<file path="src/rtl/prbs_chk_pkg.sv">
package prbs_chk_pkg;
    typedef enum logic {
        MODE_HUNT  = 1'b0,
        MODE_TRACK = 1'b1
    } chk_mode_e;
endpackage

</file>
<file path="src/rtl/prbs_lock_ctrl.sv">
module prbs_lock_ctrl
    import prbs_chk_pkg::*;
#(
    parameter int unsigned LOCK_RUN  = 64,
    parameter int unsigned WIN_LEN   = 256,
    parameter int unsigned WIN_LIMIT = 64
) (
    input  logic clk_i,
    input  logic rst_ni,
    input  logic vld_i,
    input  logic mis_i,
    input  logic zero_i,
    output logic track_o
);
    localparam int unsigned RUN_W = $clog2(LOCK_RUN);
    localparam int unsigned POS_W = $clog2(WIN_LEN);
    localparam int unsigned TAL_W = $clog2(WIN_LEN + 1);

    typedef struct packed {
        chk_mode_e        mode;
        logic [RUN_W-1:0] run;
        logic [POS_W-1:0] wpos;
        logic [TAL_W-1:0] tally;
    } ctrl_state_t;

    ctrl_state_t      st_d, st_q;
    logic [TAL_W-1:0] tally_nx;

    always_comb begin
        st_d     = st_q;
        tally_nx = st_q.tally + TAL_W'(mis_i);
        unique case (st_q.mode)
            MODE_HUNT: begin
                if (vld_i) begin
                    if (mis_i) begin
                        st_d.run = '0;
                    end else if (st_q.run == RUN_W'(LOCK_RUN - 1)) begin
                        st_d.mode  = MODE_TRACK;
                        st_d.run   = '0;
                        st_d.wpos  = '0;
                        st_d.tally = '0;
                    end else begin
                        st_d.run = st_q.run + 1'b1;
                    end
                end
            end
            MODE_TRACK: begin
                if (zero_i) begin
                    st_d.mode = MODE_HUNT;
                    st_d.run  = '0;
                end else if (vld_i) begin
                    if (st_q.wpos == POS_W'(WIN_LEN - 1)) begin
                        if (tally_nx > TAL_W'(WIN_LIMIT)) begin
                            st_d.mode = MODE_HUNT;
                            st_d.run  = '0;
                        end
                        st_d.wpos  = '0;
                        st_d.tally = '0;
                    end else begin
                        st_d.wpos  = st_q.wpos + 1'b1;
                        st_d.tally = tally_nx;
                    end
                end
            end
            default: st_d.mode = MODE_HUNT;
        endcase
    end

    always_ff @(posedge clk_i or negedge rst_ni) begin
        if (!rst_ni) st_q <= '{mode: MODE_HUNT, run: '0, wpos: '0, tally: '0};
        else         st_q <= st_d;
    end

    assign track_o = (st_q.mode == MODE_TRACK);

    // lock is only gained on a valid, matching bit.
    assert_lock_on_clean_R3: assert property (@(posedge clk_i) disable iff (!rst_ni)
        $rose(track_o) |-> $past(vld_i && !mis_i));
    // lock is only lost on a window end or a zero register.
    assert_unlock_cause_R5: assert property (@(posedge clk_i) disable iff (!rst_ni)
        $fell(track_o) |-> $past(zero_i || vld_i));
endmodule

</file>
<file path="config.mk">
export PLATFORM = sky130hd
export DESIGN_NAME = prbs_lock_ctrl
export DESIGN_NICKNAME = d
export VERILOG_FILES = /design/src/rtl/prbs_chk_pkg.sv /design/src/rtl/prbs_lock_ctrl.sv
export SDC_FILE = /design/constraint.sdc
export NUM_CORES = 1
export LEC_CHECK = 0
export ABC_CLOCK_PERIOD_IN_PS = 3500
export BUFFER_PORTS_ARGS = -buffer_cell sky130_fd_sc_hd__buf_2
export CAP_MARGIN = 20
export CELL_PAD_IN_SITES_DETAIL_PLACEMENT = 0
export CELL_PAD_IN_SITES_GLOBAL_PLACEMENT = 2
export CORE_UTILIZATION = 41
export DETAILED_ROUTE_END_ITERATION = 6
export PLACE_DENSITY_LB_ADDON = 0.1
export SLEW_MARGIN = 5
export SYNTH_ARGS = -nofsm -noshare
export SYNTH_HDL_FRONTEND = slang
export SYNTH_SLANG_ARGS = --single-unit
</file>
<file path="constraint.sdc">
create_clock -name clk_i -period 3.5 [get_ports clk_i]
set_input_delay 0.7 -clock clk_i [delete_from_list [all_inputs] [get_ports clk_i]]
set_output_delay 0.7 -clock clk_i [all_outputs]
set_load 0.1 [all_outputs]
</file>
---- Yosys cells after proc, flatten, opt, wreduce, memory -nomap -nowiden ----
Index checks and enable logic that the tools add are counted.
cells by class
  muxes and demuxes ....................... 14
  add/subtract/negate cells ............... 3
  magnitude comparators ................... 1
  equality and inequality tests ........... 10
  reduce and logical (&&, ||, !) cells .... 2
  bitwise logic cells ..................... 1
operator list
  operator             number
  $mux 17              4
  $mux 24              2
  $pmux 24 s2          1
  $mux 7               3
  $mux 6               2
  $ne 2x2->1 const B   5
  $add 9x1->9          1
  $gt 9x7->1 const B   1
  $add 8x1->8 const B  1
  $eq 8x8->1 const B   1
  $add 6x1->6 const B  1
  $eq 6x6->1 const B   1
  $ne 3x2->1 const B   2
  $reduce_and 5->1     1
  $reduce_and 4->1     1
  $ne 3x3->1 const B   1
  $mux 1               2
  $not 1->1            1
storage, ports and cells
  input port bits ......................... 5
  bits in registers ....................... 24

---- Logic depth before layout (Yosys ltp) ----
  depth after elaboration ................. 7
  gate-level depth with buffers ........... 7
  depth with buffers taken out ............ 7

---- Least setup slack after synthesis ----
OpenSTA, ideal clock, no wires.
  kind .................................... input-to-reg
  start point ............................. input port mis_i
  end point ............................... register st_q[17] (netlist name)
  cell stages on the path ................. 7
  arrival time ............................ 2,186 ps
  data required time ...................... 3,418 ps
  path slack .............................. 1,232 ps
  path buffers ............................ 0
  cell sequence ........................... ha_1 -> ha_1 -> or3_1 -> a311oi_1 -> o31a_2 -> o211ai_4 -> a31oi_1
on the way
  longest elaborated chain between the ends .. 4
RTL lines
  element                            line                  text
  start, declared                    prbs_lock_ctrl.sv:11  input logic mis_i,
  $add 9x1->9                        prbs_lock_ctrl.sv:31  tally_nx = st_q.tally + TAL_W'(mis_i);
  $gt 9x7->1                         prbs_lock_ctrl.sv:53  if (tally_nx > TAL_W'(WIN_LIMIT)) begin
  $ne 3x2->1 (no source line)        -
  $reduce_and 4->1 (no source line)  -
  end signal, assigned               prbs_lock_ctrl.sv:70  if (!rst_ni) st_q <= '{mode: MODE_HUNT, run: '0, wpos: '0, tally: '0};
  end signal, assigned               prbs_lock_ctrl.sv:71  else st_q <= st_d;
  end, declared                      prbs_lock_ctrl.sv:26  ctrl_state_t st_d, st_q;
Several ways; a longest one is shown, not always the timed one. The select of a mux whose other input is x is not followed.
A chain may end at the register's enable or synchronous reset.

---- Worst setup path after layout ----
  start point ............................. register st_q[9] (netlist name)
  end point ............................... register st_q[7] (netlist name)
on the way
  longest elaborated chain between the ends .. 5
RTL lines
  element      line                  text
  $eq 8x8->1   prbs_lock_ctrl.sv:52  if (st_q.wpos == POS_W'(WIN_LEN - 1)) begin
  $mux 17      prbs_lock_ctrl.sv:52
  $mux 24      prbs_lock_ctrl.sv:51  end else if (vld_i) begin
  $mux 17      prbs_lock_ctrl.sv:48  if (zero_i) begin
  $pmux 24 s2  prbs_lock_ctrl.sv:32  unique case (st_q.mode)
Every way passes these cells. The select of a mux whose other input is x is not followed.

==> impl_results.html <==
<table>
<tr><th>Metric</th><th>Value</th></tr>
<tr><th colspan="2">Clock tree</th></tr>
<tr><td>CTS tree</td><td>yes</td></tr>
<tr><td>CTS H-tree lvls</td><td>1</td></tr>
<tr><td>Number of buffers created by CTS</td><td>3</td></tr>
<tr><td>Hold bufs inserted after CTS</td><td>0</td></tr>
<tr><td>Clock transition at the registers of the reported paths</td><td>0.09 ns</td></tr>
<tr><td>Maximum clock insertion buffer count</td><td>2</td></tr>
<tr><td>Clock latency at the later pin of the worst-skew pair</td><td>0.27 ns</td></tr>
<tr><td>Setup bufs post-CTS</td><td>0</td></tr>
<tr><td>Number of clock sinks seen by CTS</td><td>24</td></tr>
<tr><td>CTS root buf</td><td>sky130_fd_sc_hd__clkbuf_8</td></tr>
<tr><td>PostCTS Resize Cnt</td><td>0</td></tr>
<tr><th colspan="2">Logic synthesis</th></tr>
<tr><td>Share of synthesized registers carrying an async set or reset</td><td>100.0%</td></tr>
<tr><td>Area contributors post-synth</td><td>sky130_fd_sc_hd__dfrtp_1, sky130_fd_sc_hd__o21ai_0, sky130_fd_sc_hd__nand2_1, sky130_fd_sc_hd__nand3_1, sky130_fd_sc_hd__nor2_1</td></tr>
<tr><td>Number of nets in the synthesized netlist</td><td>186</td></tr>
<tr><td>Number of synthesized flops with an enable pin</td><td>0</td></tr>
<tr><td>Synth Flop Type</td><td>sky130_fd_sc_hd__dfrtp_1</td></tr>
<tr><td>Flop and latch count out of synthesis</td><td>24</td></tr>
<tr><td>Synthesized instance count</td><td>177</td></tr>
<tr><td>Area leader, netlist</td><td>sky130_fd_sc_hd__dfrtp_1</td></tr>
<tr><td>Post-synthesis instance area</td><td>1533 µm²</td></tr>
<tr><td>Top cell type's share of synthesized area</td><td>39.18%</td></tr>
<tr><td>Post-synth cell types</td><td>44</td></tr>
<tr><td>Most common cell in the synthesized netlist</td><td>sky130_fd_sc_hd__nand2_1</td></tr>
<tr><td>Synthesized area divided by synthesized cell count</td><td>8.659 µm²</td></tr>
<tr><td>Seq/Total Area, Yosys</td><td>39.18%</td></tr>
<tr><td>Count of yosys warnings during synthesis</td><td>0</td></tr>
<tr><td>Most frequent cells after synthesis</td><td>sky130_fd_sc_hd__nand2_1, sky130_fd_sc_hd__dfrtp_1, sky130_fd_sc_hd__o21ai_0</td></tr>
<tr><th colspan="2">Power</th></tr>
<tr><td>Switching component of the power</td><td>145.3 µW</td></tr>
<tr><td>Switching portion of total power</td><td>25.69%</td></tr>
<tr><td>Combinational group share of total power</td><td>9.7%</td></tr>
<tr><td>Clock share of power</td><td>34.2%</td></tr>
<tr><td>Sequential cell fraction of total power</td><td>56.1%</td></tr>
<tr><td>Power density normalized to cell area</td><td>350.3 nW/µm²</td></tr>
<tr><td>Peak supply drop</td><td>0.0001111 V</td></tr>
<tr><td>Leakage power summed over all cells</td><td>0.0006663 µW</td></tr>
<tr><td>Internal power summed over all cells</td><td>420.2 µW</td></tr>
<tr><th colspan="2">STA</th></tr>
<tr><td>Final cycle utilization of the critical path</td><td>66.57%</td></tr>
<tr><td>Slew at the pin closest to its max-slew limit</td><td>0.8335 ns</td></tr>
<tr><td>Max-slew headroom at the worst pin</td><td>44.34%</td></tr>
<tr><td>Total negative slack</td><td>0 ns</td></tr>
<tr><td>Minimum setup slack in the final design</td><td>1.170 ns</td></tr>
<tr><td>Setup-failing EPs final</td><td>0</td></tr>
<tr><td>Top achievable clock speed</td><td>429.2 MHz</td></tr>
<tr><td>Final Skew</td><td>0.001961 ns</td></tr>
<tr><td>Final-report hold violation count</td><td>0</td></tr>
<tr><td>Setup repair after global routing missed its margin</td><td>false</td></tr>
<tr><td>Max-slew violation total from the final report</td><td>0</td></tr>
<tr><td>Shortest clock period the worst path allows after layout</td><td>2.330 ns</td></tr>
<tr><th colspan="2">Detailed routing</th></tr>
<tr><td>Average wire per standard cell</td><td>16.00 µm</td></tr>
<tr><td>Iteration count of the initial detailed-routing pass</td><td>5</td></tr>
<tr><td>Vias per cell</td><td>6.228</td></tr>
<tr><td>DR iter-0 viols</td><td>153</td></tr>
<tr><td>Number of DRC violations after detailed routing</td><td>0</td></tr>
<tr><td>Antenna-violating nets left</td><td>0</td></tr>
<tr><td>Via count</td><td>1395</td></tr>
<tr><td>Total Routed Length</td><td>3.584 mm</td></tr>
<tr><th colspan="2">Place</th></tr>
<tr><td>Total of buffers placed on input and output ports</td><td>5</td></tr>
<tr><td>DP HPWL</td><td>2.505 mm</td></tr>
<tr><td>Post-detailed-placement cell area</td><td>1559 µm²</td></tr>
<tr><td>GPL Wtd Cong</td><td>0.8120</td></tr>
<tr><td>Worst slack at placement</td><td>0.9362 ns</td></tr>
<tr><th colspan="2">Worst setup path</th></tr>
<tr><td>Kind of start point of the critical path</td><td>flop</td></tr>
<tr><td>Worst endpoint required time</td><td>3.65 ns</td></tr>
<tr><td>Worst path arrival time</td><td>2.48 ns</td></tr>
<tr><td>Classification of the worst setup path</td><td>reg -&gt; reg</td></tr>
<tr><td>Critical path peak fanout</td><td>10</td></tr>
<tr><td>Critical Path Sink Type</td><td>flop</td></tr>
<tr><th colspan="2">Global route</th></tr>
<tr><td>Maximum number of pins on one net before global-route repair</td><td>25</td></tr>
<tr><td>Global-route wire length before repair</td><td>6.320 mm</td></tr>
<tr><td>Number of global-route vias before repair</td><td>1302</td></tr>
<tr><td>Overall fraction of global-route tracks in use</td><td>20.01%</td></tr>
<tr><td>Total congestion overflow</td><td>0</td></tr>
<tr><td>Antenna violations before repair</td><td>0</td></tr>
<tr><th colspan="2">Outcome</th></tr>
<tr><td>Result of the run</td><td>finished clean</td></tr>
<tr><th colspan="2">Cells and area</th></tr>
<tr><td>Share of post-route cells with drive strength above 1</td><td>9.551%</td></tr>
<tr><td>Count of filler cells inserted in the layout</td><td>358</td></tr>
<tr><td>Antenna fix cells</td><td>0</td></tr>
<tr><td>Final net count</td><td>188</td></tr>
<tr><td>Signed area change from the synthesized netlist to the final layout</td><td>5.306%</td></tr>
<tr><td>Final non-filler cell area</td><td>1614 µm²</td></tr>
<tr><th colspan="2">Floorplanning</th></tr>
<tr><td>Height of the die</td><td>63.14 µm</td></tr>
<tr><td>Floorplan die area</td><td>3987 µm²</td></tr>
<tr><td>Die extent in x</td><td>63.14 µm</td></tr>
<tr><td>Boundary Pins</td><td>6</td></tr>
<tr><td>Core region area</td><td>3468 µm²</td></tr>
<tr><td>Floorplan row count</td><td>21</td></tr>
<tr><td>Initial standard-cell utilization of the core</td><td>44.19%</td></tr>
<tr><th colspan="2">Flow run</th></tr>
<tr><td>MaxCap Viol Count</td><td>0</td></tr>
<tr><th colspan="2">Worst hold path</th></tr>
<tr><td>Hold Crit Class</td><td>in -&gt; async</td></tr>
</table>
==> worst max-delay path, cell delays in order, from the launching register on <==
cell and delay, ns:
sky130_fd_sc_hd__dfrtp_1 0.42, sky130_fd_sc_hd__ha_1 0.28, sky130_fd_sc_hd__nand3_1 0.21, sky130_fd_sc_hd__nor3_2 0.12
sky130_fd_sc_hd__nor2_1 0.35, sky130_fd_sc_hd__nand3_1 0.44, sky130_fd_sc_hd__o41ai_1 0.40
==> cell type report <==
class / count / area [µm²] / share of cell area, %
Multi-Input combinational cell: 143 / 868.3 / 53.80
Timing Repair Buffer: 5 / 25.02 / 1.550
Tap cell: 46 / 57.56 / 3.566
Inverter: 2 / 7.507 / 0.4651
Sequential cell: 24 / 600.6 / 37.21
Clock buffer: 4 / 55.05 / 3.411
==> sequential cells by signal, summed over array words and instances (netlist names) <==
register / count
track_o: 1
st_q: 23
==> power by group through the flow <==
stage / combinational (µW) / clock, µW / sequential (µW)
after floorplan: 39.8 / 0 / 316
after global placement: 53.5 / 0 / 321
after detailed placement: 55.3 / 0 / 322
after CTS: 55.5 / 201 / 317
after global routing: 64.4 / 213 / 322
final: 55.0 / 193 / 317
==> per-stage QoR <==
| stage | instances | hold WS [ns] | power (µW) | utilization (%) |
|---|---|---|---|---|
| 2_1_floorplan | 177 | 0.4044 | 356.1 | - |
| 3_3_place_gp | 220 | 0.4722 | 374.9 | 44.95 |
| 3_5_place_dp | 220 | 0.4655 | 377.6 | 44.95 |
| 4_1_cts | 224 | 0.4271 | 572.9 | 46.54 |
| 5_1_grt | 224 | 0.4428 | 599.4 | 46.54 |
| 6_report | 224 | 0.4201 | 565.4 | 46.54 |
==> cell usage in the layout (no fill, tap or decap), types with 5 or more instances in the layout <==
| cell | instances |
|---|---|
| sky130_fd_sc_hd__a21oi_1 | 9 |
| sky130_fd_sc_hd__buf_2 | 5 |
| sky130_fd_sc_hd__nand3_1 | 12 |
| sky130_fd_sc_hd__nand2_1 | 25 |
| sky130_fd_sc_hd__dfrtp_1 | 24 |
| sky130_fd_sc_hd__o21ai_0 | 24 |
| sky130_fd_sc_hd__nor2_1 | 14 |
| sky130_fd_sc_hd__a31oi_1 | 6 |
| sky130_fd_sc_hd__o31ai_1 | 7 |
==> path summary, 6_finish.rpt <==
check / start / endpoint / slack, ns / cells after the start
hold / removal: rst_ni / st_q[2] / 0.42 / 1
hold reg to reg: st_q[16] / st_q[16] / 0.49 / 1
setup / recovery: st_q[9] / st_q[7] / 1.17 / 6
min in group clk_i: st_q[16] / st_q[16] / 0.49 / 1
max in group asynchronous: rst_ni / st_q[15] / 2.70 / 1
setup reg to reg: st_q[9] / st_q[7] / 1.17 / 6
==> cells by family after synthesis <==
| family | synth area share (%) |
|---|---|
| buffers and inverters | 4.163 |
| XOR/XNOR | 1.143 |
| AO/OA/AOI/OAI | 28.74 |
| AND/OR/NAND/NOR | 23.51 |
| adder cells (fa/ha/maj) | 3.265 |
| flip-flops | 39.18 |
==> layer usage <==
metal  GRT usage [%]  up-vias  part of all wire (%)
met1           27.78      698                    50
met5               0        -                     0
li1                -      672                     -
met4           5.233        0                  0.50
met2           32.80       23                    47
met3           2.174        2                   3.2
Power figures use the tool's default switching activity.
